--- src/rtl/vsg_pkg.sv ---
package vsg_pkg;
  typedef enum logic [1:0] {
    PH_OFF       = 2'd0,
    PH_RUN_IRQ   = 2'd1,
    PH_RUN_QUIET = 2'd2
  } phase_state_e;
endpackage

--- src/rtl/vsg_target_reg.sv ---
module vsg_target_reg #(
  parameter int ID_W = 16
) (
  input  logic            clk,
  input  logic            rst,
  input  logic            wr,
  input  logic [ID_W-1:0] wdata,
  output logic [ID_W-1:0] eff_target
);
  localparam logic [ID_W-1:0] QUIET = {ID_W{1'b1}};
  logic [ID_W-1:0] tgt_q;

  always_ff @(posedge clk) begin
    if (rst)     tgt_q <= QUIET;
    else if (wr) tgt_q <= wdata;
  end

  // same-cycle write is seen by the compare
  assign eff_target = wr ? wdata : tgt_q;
endmodule

--- src/rtl/vsg_plane_cmp.sv ---
module vsg_plane_cmp #(
  parameter int ID_W = 16
) (
  input  logic [ID_W-1:0] target,
  input  logic [ID_W-1:0] scanned,
  output logic            need
);
  localparam logic [ID_W-1:0] QUIET = {ID_W{1'b1}};
  localparam logic [ID_W-1:0] EVERY = '0;

  always_comb begin
    if (target == QUIET)      need = 1'b0;
    else if (target == EVERY) need = 1'b1;
    else                      need = (scanned >= target);
  end
endmodule

--- src/rtl/vsg_phase_ctl.sv ---
module vsg_phase_ctl
  import vsg_pkg::*;
(
  input  logic clk,
  input  logic rst,
  input  logic en_cmd,
  input  logic keep_cmd,
  input  logic nophase_cmd,
  output logic irq_en,
  output logic phase_on
);
  phase_state_e st_q, st_d;

  always_comb begin
    st_d = st_q;
    if (nophase_cmd)   st_d = PH_OFF;
    else if (keep_cmd) st_d = (st_q == PH_RUN_IRQ) ? PH_RUN_QUIET : st_q;
    else if (en_cmd)   st_d = PH_RUN_IRQ;
  end

  always_ff @(posedge clk) begin
    if (rst) st_q <= PH_OFF;
    else     st_q <= st_d;
  end

  assign irq_en   = (st_q == PH_RUN_IRQ);
  assign phase_on = (st_q != PH_OFF);
endmodule

--- src/rtl/vsync_irq_gate.sv ---
module vsync_irq_gate #(
  parameter int NUM_PLANES = 2,
  parameter int ID_W       = 16
) (
  input  logic                       clk,
  input  logic                       rst,
  input  logic                       irq_en_cmd,
  input  logic                       dis_keep_cmd,
  input  logic                       dis_nophase_cmd,
  input  logic [NUM_PLANES-1:0]      tgt_wr,
  input  logic [NUM_PLANES*ID_W-1:0] tgt_data,
  input  logic [NUM_PLANES*ID_W-1:0] scan_id,
  input  logic                       vsync,
  output logic                       irq,
  output logic                       phase_active
);
  logic [NUM_PLANES-1:0] plane_need;
  logic                  irq_en_q;
  logic                  irq_q;

  for (genvar p = 0; p < NUM_PLANES; p++) begin : g_plane
    logic [ID_W-1:0] eff_tgt;

    vsg_target_reg #(.ID_W(ID_W)) u_tgt (
      .clk        (clk),
      .rst        (rst),
      .wr         (tgt_wr[p]),
      .wdata      (tgt_data[p*ID_W +: ID_W]),
      .eff_target (eff_tgt)
    );

    vsg_plane_cmp #(.ID_W(ID_W)) u_cmp (
      .target  (eff_tgt),
      .scanned (scan_id[p*ID_W +: ID_W]),
      .need    (plane_need[p])
    );
  end

  vsg_phase_ctl u_phase (
    .clk         (clk),
    .rst         (rst),
    .en_cmd      (irq_en_cmd),
    .keep_cmd    (dis_keep_cmd),
    .nophase_cmd (dis_nophase_cmd),
    .irq_en      (irq_en_q),
    .phase_on    (phase_active)
  );

  always_ff @(posedge clk) begin
    if (rst) irq_q <= 1'b0;
    else     irq_q <= vsync & irq_en_q & (|plane_need);
  end

  assign irq = irq_q;
endmodule

--- config.mk ---
export PLATFORM = sky130hd
export DESIGN_NAME = vsync_irq_gate
export DESIGN_NICKNAME = d
export VERILOG_FILES = /design/src/rtl/vsg_pkg.sv /design/src/rtl/vsg_target_reg.sv /design/src/rtl/vsg_plane_cmp.sv /design/src/rtl/vsg_phase_ctl.sv /design/src/rtl/vsync_irq_gate.sv
export SDC_FILE = /design/constraint.sdc
export NUM_CORES = 1
export LEC_CHECK = 0
export ABC_AREA = 1
export BUFFER_PORTS_ARGS = -buffer_cell sky130_fd_sc_hd__buf_2
export CAP_MARGIN = 20
export CORE_MARGIN = 2
export CORE_UTILIZATION = 44
export DETAILED_ROUTE_END_ITERATION = 12
export GPL_ROUTABILITY_DRIVEN = 1
export PLACE_DENSITY = 0.72
export SYNTH_ARGS = -nofsm -noshare
export SYNTH_HDL_FRONTEND = slang
export SYNTH_HIERARCHICAL = 1
export SYNTH_SLANG_ARGS = --single-unit
--- constraint.sdc ---
create_clock -name clk -period 1.72 [get_ports clk]
set_input_delay 0.344 -clock clk [delete_from_list [all_inputs] [get_ports clk]]
set_output_delay 0.344 -clock clk [all_outputs]
set_load 0.1 [all_outputs]
* Word-level counts from Yosys, hierarchy flattened *
Index checks and enable logic that the tools add are counted.
Widths: inputs -> output; s select.

storage, ports and cells
  word-level logic and storage cells = 28
  output and inout port bits = 2
  register bits after elaboration = 35
  bits of input ports = 72

cells by class
  multiplexer cells = 9
  reductions and logical operators = 7
  order comparisons = 2
  bitwise logic cells = 2
  equal/unequal tests = 4

operators with widths
  kind                  count
  $eq 16x16->1 const B  2
  $ge 16x16->1          2
  $logic_not 16->1      2
  $mux 16               2
  $mux 2                3
  $mux 1                4
  $reduce_bool 2->1     2
  $reduce_or 2->1       2
  $and 1x1->1           2
  $eq 2x1->1 const B    1
  $ne 2x1->1 const B    1
  $reduce_and 2->1      1

* Depth between registers and ports, before layout *
Gate-level depths: netlist (run 1).

  word-level depth = 6
  mapped depth = 17
  gate-level depth less buffers = 15

* By module *
The synthesis (run 1) kept the hierarchy.

by module, submodules not included
  module          area an instance (um^2)  times used  cells an instance  sequential area each (um^2)
  vsg_target_reg  678.2                    2           86                 320.3
  vsg_plane_cmp   558.0                    2           94                 0.0
  vsg_phase_ctl   102.6                    1           18                 40.0
  vsync_irq_gate  36.3                     1           5                  20.0

* Worst setup path after synthesis (run 1) *
OpenSTA, ideal clock, no wires.

  kind = input-to-reg
  start point = input tgt_wr[1]
  end point = register irq_q, in the netlist irq
  stages = 17
  data arrival time = 1.707 ns
  required time = 1.607 ns
  path buffers = 2
  setup time = 0.113 ns
  slack = -0.100 ns
  path through = buf_6 inv_6 buf_12 nand2_2 nand2_1 inv_1 ha_1 nand2_1 inv_2 nand2_1 nand2_1 nand2_1 nand2_1 nor2_1 a21oi_2 nor2_1 nor2_1

between the ends
  cells in the longest elaborated chain, start to end = 6
  elaborated cells between the ends (all ways) = 8
  those cells by class = order compare (1); eq/ne (1); mux (3); bitwise (1); reduce/logical (2)

ends and longest elaborated chain
  what                                              line                                      text
  start, declared                                   vsync_irq_gate.sv:10                      input logic [NUM_PLANES-1:0] tgt_wr,
  $mux 16 (*)                                       vsg_target_reg.sv:19                      assign eff_target = wr ? wdata : tgt_q;
  net g_plane[1].eff_tgt[11]                        vsync_irq_gate.sv:22                      logic [ID_W-1:0] eff_tgt;
  $ge 16x16->1 or $logic_not 16->1 (tied branches)  vsg_plane_cmp.sv:14, vsg_plane_cmp.sv:13
  $mux 1                                            vsg_plane_cmp.sv:13                       else if (target == EVERY) need = 1'b1;
  $mux 1 (*)                                        vsg_plane_cmp.sv:12                       if (target == QUIET) need = 1'b0;
  net plane_need[1]                                 vsync_irq_gate.sv:17                      logic [NUM_PLANES-1:0] plane_need;
  $reduce_or 2->1 (*)                               vsync_irq_gate.sv:51                      else irq_q <= vsync & irq_en_q & (|plane_need);
  $and 1x1->1 (*)                                   vsync_irq_gate.sv:51
  end signal, assigned                              vsync_irq_gate.sv:51
  end, declared                                     vsync_irq_gate.sv:19                      logic irq_q;

The timed path passes the listed nets; every way through them passes the cells marked *.
A chain may end at the register's enable or synchronous reset.

* Worst setup path after layout (run 1) *
Same ends and word-level chain as after synthesis.

==> metrics.cfg, run 1 <==
[worst_setup_path]
r2r_slack_ps=80
cp-start-kind=primary input
endpoint_kind=register
ff2ff_path_depth=14
critPathMostFrequentCell=nand2_1
critical_path.slowest_cell=ha_1
crit_fanout=6
crit_path_start=tgt_wr[1]
cp.required_ps=1890
critPathMaxStageDelay_ps=250
r2r-end=irq$_SDFF_PP0_
critical_path_class=primary input to register
cp.arrival_ps=1890
crit_path_cell_trace=buf_2, buf_6, inv_8, buf_12, nand2_4, nand2_2, inv_1, ha_1, nand2_1, inv_2, nand2_1, nand2_1, nand2_1, nand2_1, nor2_1, a21oi_2, nor2_1, nor2_1
reg2reg_from=g_plane[1].u_tgt/tgt_q[9]$_SDFF_PP1_

[drt]
ant_nets=0
wl_per_cell_um=11.21
via_count=2835
first_pass_iters=4
drt_iter0_drc=77
vias_per_cell=4.765
drcViolationCount=0
routed_wl_um=6672

[die]
start_util_pct=44.90
num_io_pins=74
core_sq_mm=0.005816
die_h_um=81.04
die_area_sq_mm=0.006567
fp.dieW_um=81.04
row_count=28

[grt]
gr-total-overflow=0
grt_pass1_wl_um=10110
gr-usage-all-layers_pct=19.83
grt_pass1_vias=2506
use_met2_pct=37.52
grt_max_degree=17
top_usage_layer=met2
grt_util_met3_pct=3.111
grt_use_met1_pct=22.24
antenna_found_initial=0

[clock_network]
cts_buffers=5
clock-sinks=35
htreeDepth=2
clock_path_buffers=2
ctsHoldBuffers=0
cts-root-buf=clkbuf_8
insertion_delay_ps=280
clk_pin_slew_ps=70
cts_tree=built

[power]
cell_internal_pwr_w=0.001621
combPwrFrac_pct=37.9
vdd_drop_max_v=0.0003383
p_clk_share_pct=24.7
power.density_mw_per_mm2=613.5
p_sw_share_pct=32.01
p_leak_nw=2.143
switchingPower_w=0.0007633
power_frac_seq_pct=37.4

[timing]
setup_violations=0
rsz0062_at_grt=yes
tns_ps=0
max_freq_mhz=582.6
min_period_over_period_pct=99.79
slew_violations=0
hold_viol_final=0
fin_ws_ps=3.621
finalWorstPathRequiredPeriod_ps=1716
maxSlewHeadroom_pct=65.53
skew_ps=3.621
tightest_slew_ps=516.4

[yosys]
syn-cell-area_sq_mm=0.002611
synthCells=383
syn_avg_cell_area_sq_um=6.818
yosysSeqAreaShare_pct=26.83
yosys_warnings=6
syn-num-nets=487
ys_seq_elements=35
synth_cell_types=21

[worst_hold_path]
min-delay-start=tgt_data[0]
hold_end=g_plane[0].u_tgt/tgt_q[0]$_SDFF_PP1_
hold_depth=3
hp-class=primary input to register

[place]
portBuffers=73
globalplace.congestion=0.8561
dp_hpwl_um=5380
dp_slack_ps=-361.9

[cells_and_area]
diodes=0
drive_above_1_share_pct=44.42
syn_to_final_growth_pct=48.83
nets=624

[status]
outcome=finished, final reports clean

[run]
maxCapViolCount=0

## metrics by stage
step / utilization [%] / power, W / instance area [sq um] / hold WS (ps) / cells
finish: 66.82 / 0.002384 / 3886 / 299.0 / 595
global route: 66.82 / 0.002557 / 3886 / 305.1 / 595
CTS: 63.60 / 0.002341 / 3699 / 293.6 / 593
detailed placement: 61.70 / 0.001740 / 3588 / 444.0 / 584
global placement: 61.70 / 0.001710 / 3588 / 433.5 / 584
floorplan: - / 0.001417 / 2746 / 424.3 / 383
## how the worst max path moves through the flow
stage	to	cells after the start
after detailed placement	irq$_SDFF_PP0_	13
after CTS	irq$_SDFF_PP0_	16
after floorplan	irq$_SDFF_PP0_	17
after global routing	irq$_SDFF_PP0_	15
after global placement	irq$_SDFF_PP0_	13
final	irq$_SDFF_PP0_	18
## repair_timing
item,CTS,global route
setup buffers,2,0
gates cloned,0,2
pin swaps,0,18
gates resized for setup,3,30
setup endpoints to repair,1,1
## Yosys cell counts
master / count / area (sq um)
inv_1: 52 / 195.2
inv_2: 3 / 11.26
nand3_1: 34 / 170.2
nor2_1: 36 / 135.1
inv_6: 2 / 17.52
nor3b_1: 2 / 15.01
a21oi_1: 9 / 45.04
nand2_4: 2 / 22.52
a21oi_2: 2 / 17.52
ha_1: 32 / 400.4
nor3_4: 2 / 32.53
buf_6: 4 / 45.04
buf_4: 2 / 15.01
nand2_1: 122 / 457.9
dfxtp_1: 35 / 700.7
buf_12: 2 / 40.04
o21a_4: 2 / 30.03
nand2_2: 24 / 150.1
nand4_1: 12 / 75.07
a21o_1: 2 / 15.01
nand3_2: 2 / 20.02
## placed cells by master (no fill, tap or decap), drive strengths merged, types with 2 or more instances in the layout
| cell type | n |
|---|---|
| nand2 | 148 |
| nor3b | 2 |
| dfxtp | 35 |
| nor3 | 2 |
| nor2 | 36 |
| inv | 59 |
| a21oi | 11 |
| nand3 | 36 |
| nand4 | 12 |
| buf | 136 |
| a21o | 2 |
| o21a | 2 |
| ha | 32 |
| clkbuf | 6 |
## sequential cells by signal, summed over array words and instances (netlist names)
register and count:
irq 1, g_plane.u_tgt/tgt_q 32, u_phase/st_q 2
## cell families (layout without fill, tap and decap cells)
group                    count (synthesis)  after routing  synth area share, %
buffers and inverters                   65            202                12.41
AND/OR/NAND/NOR                        236            236                41.30
flip-flops                              35             35                26.83
adder cells (fa/ha/maj)                 32             32                15.33
AO/OA/AOI/OAI                           15             15                4.121
## routing by layer
metal,share of wire (%),up-vias
li1,-,1478
met3,4.9,8
met5,0,-
met1,41,1261
met4,1.8,0
met2,52,88
## final cells by class
cell class	count	area, sq um
Timing Repair inverter	2	12.51
Multi-Input combinational cell	283	1867
Clock inverter	1	5.005
Inverter	57	229.0
Tap cell	75	93.84
Sequential cell	35	703.2
Fill cell	532	1929
Clock buffer	6	82.58
Timing Repair Buffer	136	893.4
## power by group through the flow
stage | sequential, W | combinational, W | clock, W
after CTS | 0.000892 | 0.000839 | 0.000610
final | 0.000892 | 0.000904 | 0.000588
after detailed placement | 0.000909 | 0.000831 | 0
after floorplan | 0.000906 | 0.000511 | 0
after global placement | 0.000908 | 0.000803 | 0
after global routing | 0.000896 | 0.00101 | 0.000647
## critical path, delay by kind of cell
family,cells,cell delay [ps]
AO/OA/AOI/OAI,1,80
adder cells (fa/ha/maj),1,250
buffers and inverters,6,520
AND/OR/NAND/NOR,10,680
(Power assumes the default switching activity.)
==> run 2: changes to the inputs <==
- ABC_AREA: 1 -> not set
- CTS_CLUSTER_SIZE: not set -> 40
- PLACE_DENSITY: 0.72 -> 0.73
==> metrics.cfg, run 2 <==
[status]
outcome=finished with violations  ; was finished, final reports clean
violations=setup timing

[yosys]
syn_avg_cell_area_sq_um=9.725  ; was 6.818 sq um
yosys_warnings=6  ; unchanged
ys_seq_elements=35  ; unchanged
synth_top_area_share_pct=29.29  ; was 26.83%
yosysSeqAreaShare_pct=29.29  ; was 26.83%
synthCells=246  ; was 383
synth_common_cells=36 x inv_1, 35 x dfxtp_1, 32 x ha_1  ; was 122 x nand2_1, 52 x inv_1, 36 x nor2_1
synth_xor_area_share_pct=0  ; unchanged
synth_edf_count=0  ; unchanged
synthArstFlopShare_pct=0  ; unchanged
synth_top_family_by_area=simple AND/OR/NAND/NOR gates  ; unchanged
synth-main-ff-cell=dfxtp_1  ; unchanged
synth_cell_types=28  ; was 21
yosysTopAreaCell=dfxtp_1  ; unchanged
syn-cell-area_sq_mm=0.002392  ; was 0.002611 sq mm
synth-compound-area-share_pct=7.950  ; was 4.121%
synth.area.top_cells=dfxtp_1 29%, ha_1 17%, mux2_4 13%  ; was dfxtp_1 27%, nand2_1 18%, ha_1 15%
synth.most_common_cell=inv_1  ; was nand2_1
synthMuxAreaShare_pct=18.20  ; was 0%
yosys.area_share.simple_pct=19.25  ; was 41.30%
syn-num-nets=350  ; was 487
synthAdderAreaFrac_pct=16.74  ; was 15.33%

[worst_setup_path]
cp.required_ps=1930  ; was 1890 ps
endpoint_kind=register  ; unchanged
crit_fanout=7  ; was 6
critical_path_class=primary input to register  ; unchanged
cp-start-kind=primary input  ; unchanged
cp.arrival_ps=2320  ; was 1890 ps

[place]
globalplace.congestion=0.8090  ; was 0.8561
portBuffers=73  ; unchanged
dpl-instance-area_sq_mm=0.003176  ; was 0.003588 sq mm
dp_hpwl_um=4464  ; was 5380 um

[timing]
slew_violations=0  ; unchanged
tightest_slew_ps=521.7  ; was 516.4 ps
finalWorstPathRequiredPeriod_ps=2109  ; was 1716 ps
hold_viol_final=0  ; unchanged
skew_ps=5.276  ; was 3.621 ps
min_period_over_period_pct=122.6  ; was 99.79%
maxSlewHeadroom_pct=65.22  ; was 65.53%
max_freq_mhz=474.1  ; was 582.6 MHz
setup_violations=1  ; was 0
fin_ws_ps=-389.2  ; was 3.621 ps
holdWs_ps=229.9  ; was 299.0 ps
rsz0062_at_grt=yes  ; unchanged

[run]
maxCapViolCount=0  ; unchanged

[clock_network]
clock_path_buffers=2  ; unchanged
cts_buffers=5  ; unchanged
clock-sinks=35  ; unchanged
ctsHoldBuffers=0  ; unchanged
cts_tree=built  ; unchanged
insertion_delay_ps=290  ; was 280 ps
htreeDepth=2  ; unchanged
cts-root-buf=clkbuf_8  ; unchanged
clk_pin_slew_ps=70  ; about the same

[power]
power.density_mw_per_mm2=623.8  ; was 613.5 mW/mm^2
vdd_drop_max_v=0.0003189  ; was 0.0003383 V
p_leak_nw=1.694  ; was 2.143 nW

[die]
die_area_sq_mm=0.006043  ; was 0.006567 sq mm
num_io_pins=74  ; unchanged
start_util_pct=46.25  ; was 44.90%
die_h_um=77.74  ; was 81.04 um
row_count=26  ; was 28
core_sq_mm=0.005172  ; was 0.005816 sq mm
fp.dieW_um=77.74  ; was 81.04 um

[cells_and_area]
nets=468  ; was 624
regMostFlops=g_plane.u_tgt/tgt_q  ; unchanged
fillers=401  ; was 532
mostFrequentLayoutCells=71 x buf_2, 40 x buf_4, 35 x dfxtp_1  ; was 100 x nand2_1, 72 x buf_2, 58 x buf_4
syn_to_final_growth_pct=44.87  ; was 48.83%
layout_commonest_cell=buf_2  ; was nand2_1
largest_reg_flops=32  ; unchanged
diodes=0  ; unchanged
drive_above_1_share_pct=54.25  ; was 44.42%
design_area_sq_mm=0.003466  ; was 0.003886 sq mm

[grt]
gr-total-overflow=0  ; unchanged
grt_pass1_vias=2053  ; was 2506
grt_pass1_wl_um=9135  ; was 10110 um
antenna_found_initial=0  ; unchanged
grt_max_degree=36  ; was 17
gr-usage-all-layers_pct=19.09  ; was 19.83%

[drt]
drt_iter0_drc=109  ; was 77
wl_per_cell_um=13.71  ; was 11.21 um
via_count=2167  ; was 2835
first_pass_iters=4  ; unchanged
routed_wl_um=5966  ; was 6672 um
drcViolationCount=0  ; unchanged
ant_nets=0  ; unchanged
vias_per_cell=4.982  ; was 4.765

[worst_hold_path]
hp-class=primary input to register  ; unchanged

[run 2: cell count changes after synthesis, sizes merged, moves of 3 or more]
cell	change
nor2	-35
o21bai	+3
nand2	-144
nand4	+4
nor4	+10
or2	+33
inv	-21
a41oi	+4
o21ai	+8
a21oi	-3
mux2	+32
nor2b	+3
buf	-4
nand3	-34
[run 2: through the flow]
stage / setup TNS [ps] / util (%) / std cells / setup slack [ps] / total power (W)
floorplan: -481.8 / - / 246 / -481.8 / 0.001260
global placement: -629.3 / 61.39 / 421 / -629.3 / 0.001511
detailed placement: -658.9 / 61.39 / 421 / -658.9 / 0.001531
CTS: -367.4 / 63.57 / 429 / -367.4 / 0.002120
global route: -460.4 / 67.01 / 435 / -460.4 / 0.002309
finish: -389.2 / 67.01 / 435 / -389.2 / 0.002162
[run 2: path summary, 6_finish.rpt]
| path | start | cells after the start | slack (ps) | end |
|---|---|---|---|---|
| worst min register to register | u_phase/st_q[1]$_SDFFE_PP0P_ | 2 | 510 | u_phase/st_q[0]$_SDFFE_PP0P_ |
| worst max-delay path | tgt_wr[1] | 11 | -390 | irq$_SDFF_PP0_ |
| worst min-delay path | dis_nophase_cmd | 2 | 230 | u_phase/st_q[0]$_SDFFE_PP0P_ |
| worst max register to register | g_plane[1].u_tgt/tgt_q[9]$_SDFF_PP1_ | 9 | -350 | irq$_SDFF_PP0_ |
[run 2: repair_timing]
item	CTS	global route
pin swaps	3	14
setup endpoints to repair	1	1
buffers inserted	0	4
gates cloned	0	2
gates resized for setup	7	19
[run 2: kinds of logic after synthesis]
group | Yosys count
AND/OR/NAND/NOR | 76
flip-flops | 35
AO/OA/AOI/OAI | 29
adder cells (fa/ha/maj) | 32
buffers and inverters | 42
multiplexers | 32
[run 2: layout make-up]
type,count,area [sq um],share of cell area [%]
Sequential cell,35,700.7,20.22
Clock inverter,3,15.01,0.4332
Clock buffer,5,68.82,1.986
Timing Repair Buffer,117,772.0,22.27
Multi-Input combinational cell,169,1684,48.59
Inverter,36,137.6,3.971
Tap cell,70,87.58,2.527
[run 2: report_power, final]
group | switching (W) | internal, W | total [W]
clock | 0.000296 | 0.000277 | 0.000572
combinational | 0.000314 | 0.000408 | 0.000722
sequential | 0.0000118 | 0.000856 | 0.000868
[run 2: worst max-delay path: stages]
cell	delay [ps]
buf_8	100
clkbuf_16	160
mux2_4	320
inv_4	60
ha_4	120
nand4_1	90
or3_1	410
a221o_1	300
a41oi_2	210
nor2_1	80
nor3_2	100
[run 2: routing by layer]
metal  GRT usage (%)  vias up  share of wire, %
met5               0        -                 0
met4           5.357        0              0.59
met3           4.419        3               4.3
met2           31.90       58                51
met1           24.51     1002                44
li1                -     1104                 -
